`config.mk`:
```
export PLATFORM = sky130hd
export DESIGN_NAME = exc_entry_ctrl
export DESIGN_NICKNAME = d
export VERILOG_FILES = /design/src/rtl/exc_pkg.sv /design/src/rtl/exc_arbiter.sv /design/src/rtl/exc_state.sv /design/src/rtl/exc_entry_ctrl.sv
export SDC_FILE = /design/constraint.sdc
export NUM_CORES = 1
export LEC_CHECK = 0
export BUFFER_PORTS_ARGS = -buffer_cell sky130_fd_sc_hd__buf_2
export CAP_MARGIN = 20
export CORE_MARGIN = 2
export CORE_UTILIZATION = 50
export DETAILED_ROUTE_END_ITERATION = 8
export PLACE_DENSITY = 0.86
export SLEW_MARGIN = 20
export SYNTH_ARGS = -nofsm -noshare
export SYNTH_HDL_FRONTEND = slang
export SYNTH_SLANG_ARGS = --single-unit
```
`constraint.sdc`:
```
create_clock -name clk -period 2.09 [get_ports clk]
set_input_delay 0.209 -clock clk [delete_from_list [all_inputs] [get_ports clk]]
set_output_delay 0.209 -clock clk [all_outputs]
set_load 0.005 [all_outputs]
```
`src/rtl/exc_pkg.sv`:
```
package exc_pkg;

  localparam int NSRC       = 5;
  localparam int SRC_SRESET = 0;
  localparam int SRC_MCHK   = 1;
  localparam int SRC_FAULT  = 2;
  localparam int SRC_EXT    = 3;
  localparam int SRC_DEC    = 4;

  localparam int MSR_EE_BIT = 15;
  localparam int MSR_PR_BIT = 14;
  localparam int MSR_ME_BIT = 12;

  typedef enum logic [2:0] {
    CZ_NONE   = 3'd0,
    CZ_SRESET = 3'd1,
    CZ_MCHK   = 3'd2,
    CZ_FAULT  = 3'd3,
    CZ_EXT    = 3'd4,
    CZ_DEC    = 3'd5
  } cause_e;

  // handler offset for each cause
  function automatic logic [11:0] vec_offset(cause_e c);
    case (c)
      CZ_SRESET: return 12'h100;
      CZ_MCHK:   return 12'h200;
      CZ_FAULT:  return 12'h700;
      CZ_EXT:    return 12'h500;
      CZ_DEC:    return 12'h900;
      default:   return 12'h000;
    endcase
  endfunction

endpackage

```
`src/rtl/exc_arbiter.sv`:
```
module exc_arbiter
  import exc_pkg::*;
#(
  parameter int N = NSRC
) (
  input  logic [N-1:0] req_vec,
  input  logic         ee,
  input  logic         me,
  input  logic         cstop,
  output cause_e       win_cause,
  output logic         win_any,
  output logic         enter_cstop,
  output logic         take
);

  logic [N-1:0] gate;
  logic [N-1:0] elig;

  generate
    for (genvar g = 0; g < N; g++) begin : g_gate
      if (g == SRC_SRESET) begin : g_rst
        assign gate[g] = 1'b1;
      end else if (g >= SRC_EXT) begin : g_async
        assign gate[g] = !cstop && ee;
      end else begin : g_sync
        assign gate[g] = !cstop;
      end
    end
  endgenerate

  assign elig = req_vec & gate;

  // lowest index wins: scan downward so it is assigned last
  always_comb begin
    win_any   = 1'b0;
    win_cause = CZ_NONE;
    for (int i = N - 1; i >= 0; i--) begin
      if (elig[i]) begin
        win_any   = 1'b1;
        win_cause = cause_e'(3'(i + 1));
      end
    end
  end

  assign enter_cstop = win_any && (win_cause == CZ_MCHK) && !me;
  assign take        = win_any && !enter_cstop;

endmodule

```
`src/rtl/exc_state.sv`:
```
module exc_state
  import exc_pkg::*;
#(
  parameter int          XLEN      = 32,
  parameter logic [31:0] MSR_RESET = 32'h0000_1000
) (
  input  logic            clk,
  input  logic            rst_n,
  input  logic            take,
  input  cause_e          cause,
  input  logic            enter_cstop,
  input  logic            rfi_take,
  input  logic            msrw_take,
  input  logic [XLEN-1:0] msr_wr_data,
  input  logic [XLEN-1:0] pc,
  input  logic [XLEN-1:0] vec_addr,
  output logic            redir_valid,
  output logic [XLEN-1:0] redir_addr,
  output logic [XLEN-1:0] srr0,
  output logic [XLEN-1:0] srr1,
  output logic [XLEN-1:0] msr,
  output logic            cstop
);

  localparam logic [XLEN-1:0] CLR_MASK =
    (XLEN'(1) << MSR_EE_BIT) | (XLEN'(1) << MSR_PR_BIT) | (XLEN'(1) << MSR_ME_BIT);
  localparam logic [XLEN-1:0] MSR_RST = XLEN'(MSR_RESET);

  function automatic logic [XLEN-1:0] entry_msr(logic [XLEN-1:0] m);
    return m & ~CLR_MASK;
  endfunction

  always_ff @(posedge clk or negedge rst_n) begin
    if (!rst_n) begin
      redir_valid <= 1'b0;
      redir_addr  <= '0;
      srr0        <= '0;
      srr1        <= '0;
      msr         <= MSR_RST;
      cstop       <= 1'b0;
    end else begin
      redir_valid <= 1'b0;
      if (take && cause == CZ_SRESET) begin
        srr0        <= '0;
        srr1        <= '0;
        msr         <= MSR_RST;
        cstop       <= 1'b0;
        redir_valid <= 1'b1;
        redir_addr  <= vec_addr;
      end else if (enter_cstop) begin
        cstop <= 1'b1;
      end else if (take) begin
        srr0        <= pc;
        srr1        <= msr;
        msr         <= entry_msr(msr);
        redir_valid <= 1'b1;
        redir_addr  <= vec_addr;
      end else if (rfi_take) begin
        msr         <= srr1;
        redir_valid <= 1'b1;
        redir_addr  <= srr0;
      end else if (msrw_take) begin
        msr <= msr_wr_data;
      end
    end
  end

endmodule

```
`src/rtl/exc_entry_ctrl.sv`:
```
module exc_entry_ctrl
  import exc_pkg::*;
#(
  parameter int          XLEN      = 32,
  parameter logic [31:0] VEC_BASE  = 32'h0000_0000,
  parameter logic [31:0] MSR_RESET = 32'h0000_1000
) (
  input  logic            clk,
  input  logic            rst_n,
  input  logic            req_sreset,
  input  logic            req_mcheck,
  input  logic            req_fault,
  input  logic            req_ext,
  input  logic            req_dec,
  input  logic [XLEN-1:0] cur_pc,
  input  logic            rfi_strobe,
  input  logic            msr_wr_en,
  input  logic [XLEN-1:0] msr_wr_data,
  output logic            redir_valid,
  output logic [XLEN-1:0] redir_addr,
  output logic [XLEN-1:0] srr0_q,
  output logic [XLEN-1:0] srr1_q,
  output logic [XLEN-1:0] msr_q,
  output logic            checkstop
);

  logic [NSRC-1:0] req_vec;
  cause_e          win_cause;
  logic            win_any;
  logic            enter_cstop;
  logic            take;
  logic            entry_save;
  logic            rfi_take;
  logic            msrw_take;
  logic [XLEN-1:0] vec_addr;

  assign req_vec[SRC_SRESET] = req_sreset;
  assign req_vec[SRC_MCHK]   = req_mcheck;
  assign req_vec[SRC_FAULT]  = req_fault;
  assign req_vec[SRC_EXT]    = req_ext;
  assign req_vec[SRC_DEC]    = req_dec;

  exc_arbiter #(.N(NSRC)) u_arb (
    .req_vec     (req_vec),
    .ee          (msr_q[MSR_EE_BIT]),
    .me          (msr_q[MSR_ME_BIT]),
    .cstop       (checkstop),
    .win_cause   (win_cause),
    .win_any     (win_any),
    .enter_cstop (enter_cstop),
    .take        (take)
  );

  // named events for the checker
  assign entry_save = take && (win_cause != CZ_SRESET);
  assign rfi_take   = rfi_strobe && !win_any && !checkstop;
  assign msrw_take  = msr_wr_en && !rfi_strobe && !win_any && !checkstop;
  assign vec_addr   = XLEN'(VEC_BASE) + XLEN'(vec_offset(win_cause));

  exc_state #(.XLEN(XLEN), .MSR_RESET(MSR_RESET)) u_state (
    .clk         (clk),
    .rst_n       (rst_n),
    .take        (take),
    .cause       (win_cause),
    .enter_cstop (enter_cstop),
    .rfi_take    (rfi_take),
    .msrw_take   (msrw_take),
    .msr_wr_data (msr_wr_data),
    .pc          (cur_pc),
    .vec_addr    (vec_addr),
    .redir_valid (redir_valid),
    .redir_addr  (redir_addr),
    .srr0        (srr0_q),
    .srr1        (srr1_q),
    .msr         (msr_q),
    .cstop       (checkstop)
  );

endmodule

```
==> metrics, run 1 <==
CP max stage cell=dfstp_2; DR iter-0 viols=278; Max Buffers Root-to-Sink=2; Die ar.=12,300 µm²; Distinct cells, synth=39; Post-Layout Cell Count=847; Placed Cells=792; initial antenna violation count=2; Via Count=4,573; IO buf count=202; Post-Route Setup TNS=0 ns; DR pass1 iterations=4; Max FO, Critical Path=12; Root Driver=clkbuf_16; Int Pwr=5.22 mW; CTS Sinks=130; final core occ=70.7%; Initial Util=51.8%; Final Hold Viols=0; final clock skew=0.00742 ns; largest net degree at the start of global routing=49; max cap viols=0; total power draw=6.92 mW; FP Rows=38; Slew @ Worst Pin=0.577 ns; clock share of power=47.1%; worst hold path type=input port to flip-flop; vias in the first global route=4,764; Pwr Density=891 nW/µm²; DRC errors left=0; Yosys warnings=0; crit path kind=flip-flop to flip-flop; Worst VDD drop=0.647 mV; WL/cell=18.3 µm; CP endpoint kind=flip-flop; post-synthesis cell area=5690 µm²; fin crit share=93.3%; Slew headroom=61.5%; Leak=4.36 nW; Final Critical Period=1.95 ns; RSZ-0062 raised after global routing=false; hpwl dp=10,400 µm; Routed WL=15,500 µm; Area growth syn-to-layout=36.4%; Sw Ratio=24.5%; dominant synthesized flop cell=dfrtp_1; CTS HTree Levels=4; Syn Nets=541; Startpoint Class=flip-flop; # IOs=203; status=completed; Die Y=111 µm; layout cells sized above 1=41.6%; Post-synth EDFFs=0; GRT Util Overall=25.6%; sum of buffers and inverters on the critical path=2; CTS clock-pin slew for the worst setup and hold paths=0.06 ns; Arrival @ worst endpoint=2.25 ns; Post-Syn Instances=468; Nets=767; first-pass GRT wire length=24,800 µm; mean post-synth cell area=12.2 µm²; Switch Pwr=1.69 mW; DIE WIDTH=111 µm; RePlAce Congestion=0.842; fmax=513 MHz; CP max stage delay=0.59 ns; Seq cells post-synth=130; Worst Path Required=2.39 ns; Reg power frac=40.1%; hold slack final=0.0101 ns; CTS tree=done; Post-synth ARST share=100%; Final setup violation count=0; Core Region=11,000 µm²; crit path cell chain=nor2b_4 > a311oi_4 > nor2_4 > inv_4 > buf_4 > mux2_4; final slew viol count=0; Seq/Total Area, Yosys=57.2%; Ant. Diodes=0; CP top delay family=flip-flops; worst-skew pair later-pin latency=0.42 ns; Vias per Instance=5.40; TritonCTS buffer count=17; grt total ovfl=0; remaining antenna violation count=0; Gate power share=12.8%
worst register-to-register path: stages, from the launching register on:
cell,delay (ns)
dfstp_2,0.59
nor2b_4,0.09
a311oi_4,0.35
nor2_4,0.08
inv_4,0.20
buf_4,0.22
mux2_4,0.31
kinds of logic (layout without fill, tap and decap cells):
| kind of cell | after synthesis | count (layout) | synth area share [%] |
|---|---|---|---|
| DFF | 130 | 130 | 57.2 |
| AOI/OAI and AO/OA | 119 | 119 | 15.2 |
| and+or+nand+nor | 121 | 121 | 10.7 |
| buffers and inverters | 40 | 279 | 4.44 |
| muxes | 58 | 58 | 12.5 |
registers in the layout, summed over array words and instances (netlist names):
register / flops
u_state.redir_valid: 1
u_state.redir_addr: 32
u_state.msr: 32
u_state.srr1: 32
u_state.cstop: 1
u_state.srr0: 32
synthesized netlist by cell type (all sizes together), types with 2 or more instances:
library cell / n / area [µm²]
a21o: 27 / 203
a311oi: 2 / 35.0
nor4: 2 / 12.5
inv: 3 / 13.8
a31o: 2 / 17.5
dfrtp: 129 / 3230
nor2: 10 / 47.6
a21oi: 41 / 205
nor3b: 28 / 210
nor3: 5 / 30.0
a22o: 4 / 35.0
or2: 2 / 12.5
mux2i: 32 / 320
o2bb2ai: 33 / 289
clkbuf: 12 / 45.0
o21ai: 5 / 28.8
nand4: 2 / 12.5
buf: 25 / 194
nand2: 69 / 259
mux2: 26 / 390
worst paths after layout:
path,from,end,slack [ns],cells after the start
worst min-delay path,cur_pc[31],u_state.srr0[31]$_DFFE_PN0P_,0.01,2
worst max register to register,u_state.msr[12]$_DFFE_PN1P_,u_state.redir_addr[19]$_DFFE_PN0P_,0.14,6
min in group asynchronous,rst_n,u_state.msr[28]$_DFFE_PN0P_,0.32,2
worst min register to register,u_state.redir_addr[9]$_DFFE_PN0P_,u_state.redir_addr[9]$_DFFE_PN0P_,0.50,1
max in group asynchronous,rst_n,u_state.srr0[7]$_DFFE_PN0P_,1.14,3
worst max-delay path,u_state.msr[12]$_DFFE_PN1P_,u_state.redir_addr[19]$_DFFE_PN0P_,0.14,6
metrics by stage:
stage / setup slack [ns] / instance area (µm²)
5_1_grt: 0.0747 / 7760
3_3_place_gp: 0.225 / 6890
6_report: 0.141 / 7760
4_1_cts: 0.128 / 7760
3_5_place_dp: 0.161 / 6890
2_1_floorplan: 0.262 / 5690
placed cells by master (no fill, tap or decap), types with 2 or more instances in the layout:
cell,n
a21o_1,27
a21oi_1,40
a22o_1,4
a31o_2,2
buf_12,7
buf_2,201
buf_4,13
bufinv_16,5
clkbuf_16,17
clkinv_2,4
clkinvlp_4,3
dfrtp_1,129
dlygate4sd3_1,23
inv_1,2
mux2_4,26
mux2i_1,32
nand2_1,69
nand4_1,2
nor2_1,8
nor3_1,4
nor3b_1,28
nor4_1,2
o21ai_0,3
o21ai_2,2
o2bb2ai_1,33
or2_2,2
final cells by class:
cell class                 instances  area (µm²)
tap                              140         175
sequential                       130        3250
multi-input combinational        298        2200
clock buffer                      18         439
inverter                           3        13.8
timing repair buffer             244        1470
clock inverter                    14         210
fill                             749        3220
power groups by stage:
stage,Combinational [mW],Clock [mW],Sequential (mW)
after floorplan,0.436,0,2.81
after global placement,0.827,0,2.81
after detailed placement,0.850,0,2.82
after CTS,0.889,3.30,2.78
after global routing,0.963,3.42,2.79
final,0.883,3.26,2.78
layer usage:
| metal | vias up | global-route usage, % | wire length, µm |
|---|---|---|---|
| met5 | - | 0 | 21 |
| met2 | 190 | 42.7 | 7790 |
| met1 | 2243 | 31.4 | 6430 |
| li1 | 2118 | - | - |
| met3 | 18 | 8.47 | 1090 |
| met4 | 4 | 8.67 | 134 |
timing repair:
action	CTS	global route
hold buffers	23	0
endpoints found under the hold margin	55	0
buffers inserted	0	0
resized for setup	0	0
Note: power is estimated with default switching activity, not from simulation.
==> run 2, diff against run 1 <==
Settings changed: CORE_UTILIZATION 50 to 30, GPL_TIMING_DRIVEN set to 0, PLACE_DENSITY 0.86 to 0.59.
==> metrics, run 2 (synthesized netlist as in run 1, its figures left out) <==
Worst R2R Path Depth=7 (+1); FP Rows=50 (+32%); Die Y=142 µm (+28%); CTS HTree Levels=4 (unchanged); post-cts sizing count=0 (unchanged); Post-Layout Cell Count=967 (+14%); Startpoint Class=flip-flop; grt total ovfl=0 (unchanged); Max Buffers Root-to-Sink=2 (unchanged); Arrival @ worst endpoint=2.27 ns (+0.02 ns); final clock skew=0.0121 ns (+0.00464 ns); Setup crit start=u_state.msr[12]$_DFFE_PN1P_; Pwr Density=842 nW/µm² (-5.5%); Max FO, Critical Path=10 (-2); Nets=794 (+3.5%); Final Hold Viols=0 (unchanged); Area growth syn-to-layout=39.3%; TritonCTS buffer count=17 (unchanged); Worst Path Required=2.39 ns (about the same); crit path kind=flip-flop to flip-flop; Slew headroom=60.6% (-0.87 points); Root Driver=clkbuf_16; RSZ-0062 raised after global routing=false; DR pass1 iterations=5 (+1); final slew viol count=0 (unchanged); end of the critical path=u_state.redir_addr[2]$_DFFE_PN0P_; Via Count=4,602 (+0.63%); DRC errors left=0 (unchanged); Worst VDD drop=0.594 mV (-8.2%); fin crit share=94.4% (+1.1 points); CTS Sinks=130 (unchanged); status=completed; Core Region=18,600 µm² (+70%); Slew @ Worst Pin=0.591 ns (+0.0131 ns); largest net degree at the start of global routing=89 (+82%); WL/cell=17.0 µm (-6.7%); max cap viols=0 (unchanged); # IOs=203 (unchanged); flop2flop setup slack=0.12 ns (-0.02 ns); most common cell after layout, fill and taps aside=buf_2; Initial Util=30.5% (-21 points); initial antenna violation count=1 (-1); layout cells sized above 1=40.7% (-0.93 points); Vias per Instance=4.76 (-12%); CTS clock-pin slew for the worst setup and hold paths=0.05 ns (about the same); Leak=4.40 nW (+0.84%); worst-skew pair later-pin latency=0.42 ns (about the same); first-pass GRT wire length=25,400 µm (+2.6%); hpwl dp=11,400 µm (+10%); IO buf count=202 (unchanged); CP endpoint kind=flip-flop; DIE WIDTH=142 µm (+28%); Final setup violation count=0 (unchanged); Die ar.=20,100 µm² (+64%); Final Critical Period=1.97 ns (+0.0237 ns); most frequent cells in the layout=buf_2, dfrtp_1, nand2_1; worst r2r src=u_state.msr[12]$_DFFE_PN1P_; worst reg2reg path endpoint=u_state.redir_addr[2]$_DFFE_PN0P_; filler cell count=1,804 (+140%); GRT Util Overall=16.6% (-9.0 points); Placed Cells=905 (+14%); remaining antenna violation count=0 (unchanged); vias in the first global route=4,559 (-4.3%); hold slack final=0.0160 ns (+0.00591 ns); DR iter-0 viols=184 (-34%); Routed WL=16,500 µm (+6.5%); CTS tree=done; Ant. Diodes=0 (unchanged); fmax=507 MHz (-1.2%); RePlAce Congestion=0.774 (-8.0%); worst hold path type=input port to flip-flop
==> run 2: cell types whose count changed in the layout (fill, tap and decap cells not counted), sizes merged <==
cell	previous run	this run
clkinv	5	4
clkinvlp	3	2
dlygate4sd3	23	29
buf	221	230
clkbuf	18	35
inv	4	3
bufinv	5	2
==> run 2: worst min path at each step <==
stage                     startpoint  slack [ns]  cells past startpoint                           end
after floorplan                rst_n       -0.09                      0     u_state.cstop$_DFFE_PN0P_
after global placement    cur_pc[15]        0.41                      2  u_state.srr0[15]$_DFFE_PN0P_
after detailed placement       rst_n        0.12                      1    u_state.msr[8]$_DFFE_PN0P_
after CTS                  cur_pc[2]       0.003                      2   u_state.srr0[2]$_DFFE_PN0P_
after global routing       cur_pc[2]       0.002                      2   u_state.srr0[2]$_DFFE_PN0P_
final                      cur_pc[2]        0.02                      2   u_state.srr0[2]$_DFFE_PN0P_
==> run 2: through the flow <==
step	area (µm²)	power [mW]	setup slack [ns]	TNS (ns)	util, %
2_1_floorplan	5690	3.25	0.262	0	-
3_5_place_dp	7030	3.69	-0.0952	-1.40	37.7
6_report	7930	6.67	0.117	0	42.5
5_1_grt	7930	6.98	0.0330	0	42.5
4_1_cts	7910	6.77	0.00885	0	42.4
3_3_place_gp	7000	3.67	-1.11	-141.69	37.5
==> run 2: timing repair <==
item,4_1_cts,5_1_grt
setup endpoints to repair,0,35
endpoints found under the hold margin,70,0
buffers inserted,0,2
hold buffers,29,0
==> run 2: area by class of cell <==
class	count	area, µm²	area share [%]
clock inverter	8	103	1.29
clock buffer	23	488	6.15
sequential	130	3250	41.0
timing repair buffer	234	1350	17.1
buffer	37	239	3.01
tap	234	293	3.69
inverter	3	13.8	0.174
multi-input combinational	298	2180	27.6
==> run 2: worst max-delay path, stage by stage, from the launching register on <==
cell and delay [ns]:
dfstp_2 0.61, nor2b_4 0.05, buf_6 0.13, a311oi_4 0.40, nor2_4 0.08, inv_4 0.12
buf_12 0.16, mux2_4 0.30
==> run 2: power breakdown <==
group	switching, mW	total [mW]	internal [mW]
registers	0.103	2.77	2.67
logic	0.484	0.912	0.428
clock network	1.12	2.99	1.88
==> run 2: metal layers <==
metal	part of all wire, %	track usage, %	vias to the layer above
met5	0.079	0	-
met1	45	21.8	2237
met3	7.3	5.60	14
li1	-	-	2177
met2	46	26.0	172
met4	0.91	4.74	2
==> run 3, diff against run 2 <==
Settings changed: REMOVE_ABC_BUFFERS set to 1.
==> metrics, run 3 (synthesized netlist as in run 1, its figures left out) <==
final slew viol count=0 (unchanged); Pwr Density=873 nW/µm² (+3.7%); remaining antenna violation count=0 (unchanged); Vias per Instance=4.69 (-1.5%); hpwl dp=10,200 µm (-11%); most frequent cells in the layout=buf_2, dfrtp_1, nand2_1; DR pass1 iterations=4 (-1); DR iter-0 viols=122 (-34%); DRC errors left=0 (unchanged); final clock skew=0.0120 ns (-0.0000136 ns); post-route cell area=8000 µm² (+0.87%); worst hold path endpoint=u_state.srr0[10]$_DFFE_PN0P_; Switch Pwr=1.64 mW (-3.5%); layout cells sized above 1=41.5% (+0.86 points); Max Buffers Root-to-Sink=2 (unchanged); TritonCTS buffer count=17 (unchanged); Worst Path Required=2.38 ns (about the same); clock share of power=47.5% (+2.7 points); max cap viols=0 (unchanged); flop2flop setup slack=0.08 ns (-0.04 ns); Startpoint Class=flip-flop; CTS clock-pin slew for the worst setup and hold paths=0.06 ns (about the same); Worst VDD drop=0.522 mV (-12%); Hold Crit Start=cur_pc[10]; Sw Ratio=23.5% (-2.0 points); Root Driver=clkbuf_16; crit path kind=flip-flop to flip-flop; FP Rows=50 (unchanged); fmax=498 MHz (-1.8%); CTS Sinks=130 (unchanged); Final Hold Viols=0 (unchanged); RePlAce Congestion=0.732 (-5.5%); final core occ=42.9% (+0.37 points); Die Y=142 µm (unchanged); Nets=773 (-2.6%); grt total ovfl=0 (unchanged); Core Region=18,600 µm² (unchanged); CP endpoint kind=flip-flop; Gate power share=12.8% (-0.9 points); CTS tree=done; Via Count=4,441 (-3.5%); first-pass GRT wire length=23,800 µm (-6.4%); Final Critical Period=2.01 ns (+0.0366 ns); Die ar.=20,100 µm² (unchanged); Slew headroom=53.1% (-7.6 points); worst hold stages=2 (unchanged); Int Pwr=5.34 mW (+7.4%); Arrival @ worst endpoint=2.30 ns (+0.03 ns); DIE WIDTH=142 µm (unchanged); Ant. Diodes=0 (unchanged); vias in the first global route=4,479 (-1.8%); worst-skew pair later-pin latency=0.41 ns (about the same); fin crit share=96.1% (+1.8 points); largest net degree at the start of global routing=74 (-17%); Worst R2R Path Depth=5 (-2); initial antenna violation count=0 (-1); Area growth syn-to-layout=40.5%; Reg power frac=39.7% (-1.8 points); Slew @ Worst Pin=0.704 ns (+0.114 ns); IO buf count=202 (unchanged); Placement Cell Area=6980 µm² (-0.78%); worst hold path type=input port to flip-flop; Leak=4.40 nW (+0.14%); # IOs=203 (unchanged); Initial Util=30.5% (unchanged); Max FO, Critical Path=30 (+20); worst r2r src=u_state.msr[15]$_DFFE_PN0P_; most common cell after layout, fill and taps aside=buf_2; WL/cell=15.6 µm (-8.4%); Routed WL=14,800 µm (-10%); RSZ-0062 raised after global routing=false; CTS HTree Levels=4 (unchanged); worst reg2reg path endpoint=u_state.redir_addr[16]$_DFFE_PN0P_; GRT Util Overall=15.0% (-1.5 points); filler cell count=1,781 (-1.3%); Final setup violation count=0 (unchanged); status=completed
==> run 3: how the worst max path moves through the flow <==
stage,start,end,slack (ns),cells after the start
finish,u_state.msr[15]$_DFFE_PN0P_,u_state.redir_addr[16]$_DFFE_PN0P_,0.08,5
global route,u_state.msr[15]$_DFFE_PN0P_,u_state.redir_addr[1]$_DFFE_PN0P_,0.006,5
global placement,req_sreset,u_state.msr[31]$_DFFE_PN0P_,-1.97,5
CTS,u_state.cstop$_DFFE_PN0P_,u_state.msr[8]$_DFFE_PN0P_,0.003,6
floorplan,u_state.cstop$_DFFE_PN0P_,u_state.msr[0]$_DFFE_PN0P_,-0.65,4
detailed placement,req_sreset,u_state.msr[8]$_DFFE_PN0P_,-0.10,8
==> run 3: power groups by stage <==
stage,clock [mW],sequential (mW),combinational [mW]
2_1_floorplan,0,2.81,0.354
3_3_place_gp,0,2.81,0.783
3_5_place_dp,0,2.81,0.844
4_1_cts,3.42,2.77,0.906
5_1_grt,3.54,2.79,0.989
6_report,3.32,2.77,0.894
==> run 3: through the flow <==
stage / hold slack (ns) / setup TNS [ns] / cells / power (mW) / worst slack, ns
floorplan: -0.0866 / -42.90 / 431 / 3.17 / -0.652
global placement: 0.409 / -335.38 / 867 / 3.59 / -1.97
detailed placement: 0.163 / -2.15 / 879 / 3.65 / -0.104
CTS: 0.000486 / 0 / 942 / 7.09 / 0.00300
global route: 0.00779 / 0 / 947 / 7.32 / 0.00618
finish: 0.0195 / 0 / 947 / 6.98 / 0.0806
==> run 3: layer usage <==
metal	share of wire [%]	global-route usage, %	wire (µm)
met1	47	19.4	6910
met3	6.0	4.62	880
met4	1.1	4.79	156
met5	0	0	0
met2	46	24.2	6820
==> run 3: repair_timing <==
action	4_1_cts	5_1_grt
hold endpoints to repair	83	0
pin swaps	1	2
resized for setup	1	2
buffers inserted	4	5
hold buffers	27	0
setup endpoints to repair	26	63
==> run 3: final cells by class <==
class	count	area, µm²	area share, %
Sequential cell	130	3260	40.7
Inverter	3	18.8	0.235
Clock buffer	23	488	6.10
Clock inverter	9	175	2.19
Multi-Input combinational cell	298	2210	27.7
Timing Repair Buffer	250	1550	19.4
Tap cell	234	293	3.66
==> run 3: critical path, stage by stage (launching register included) <==
cell and delay, ns:
dfrtp_1 0.49, o21ai_2 0.19, a311oi_4 0.50, nor2_4 0.10
inv_8 0.25, mux2_4 0.33
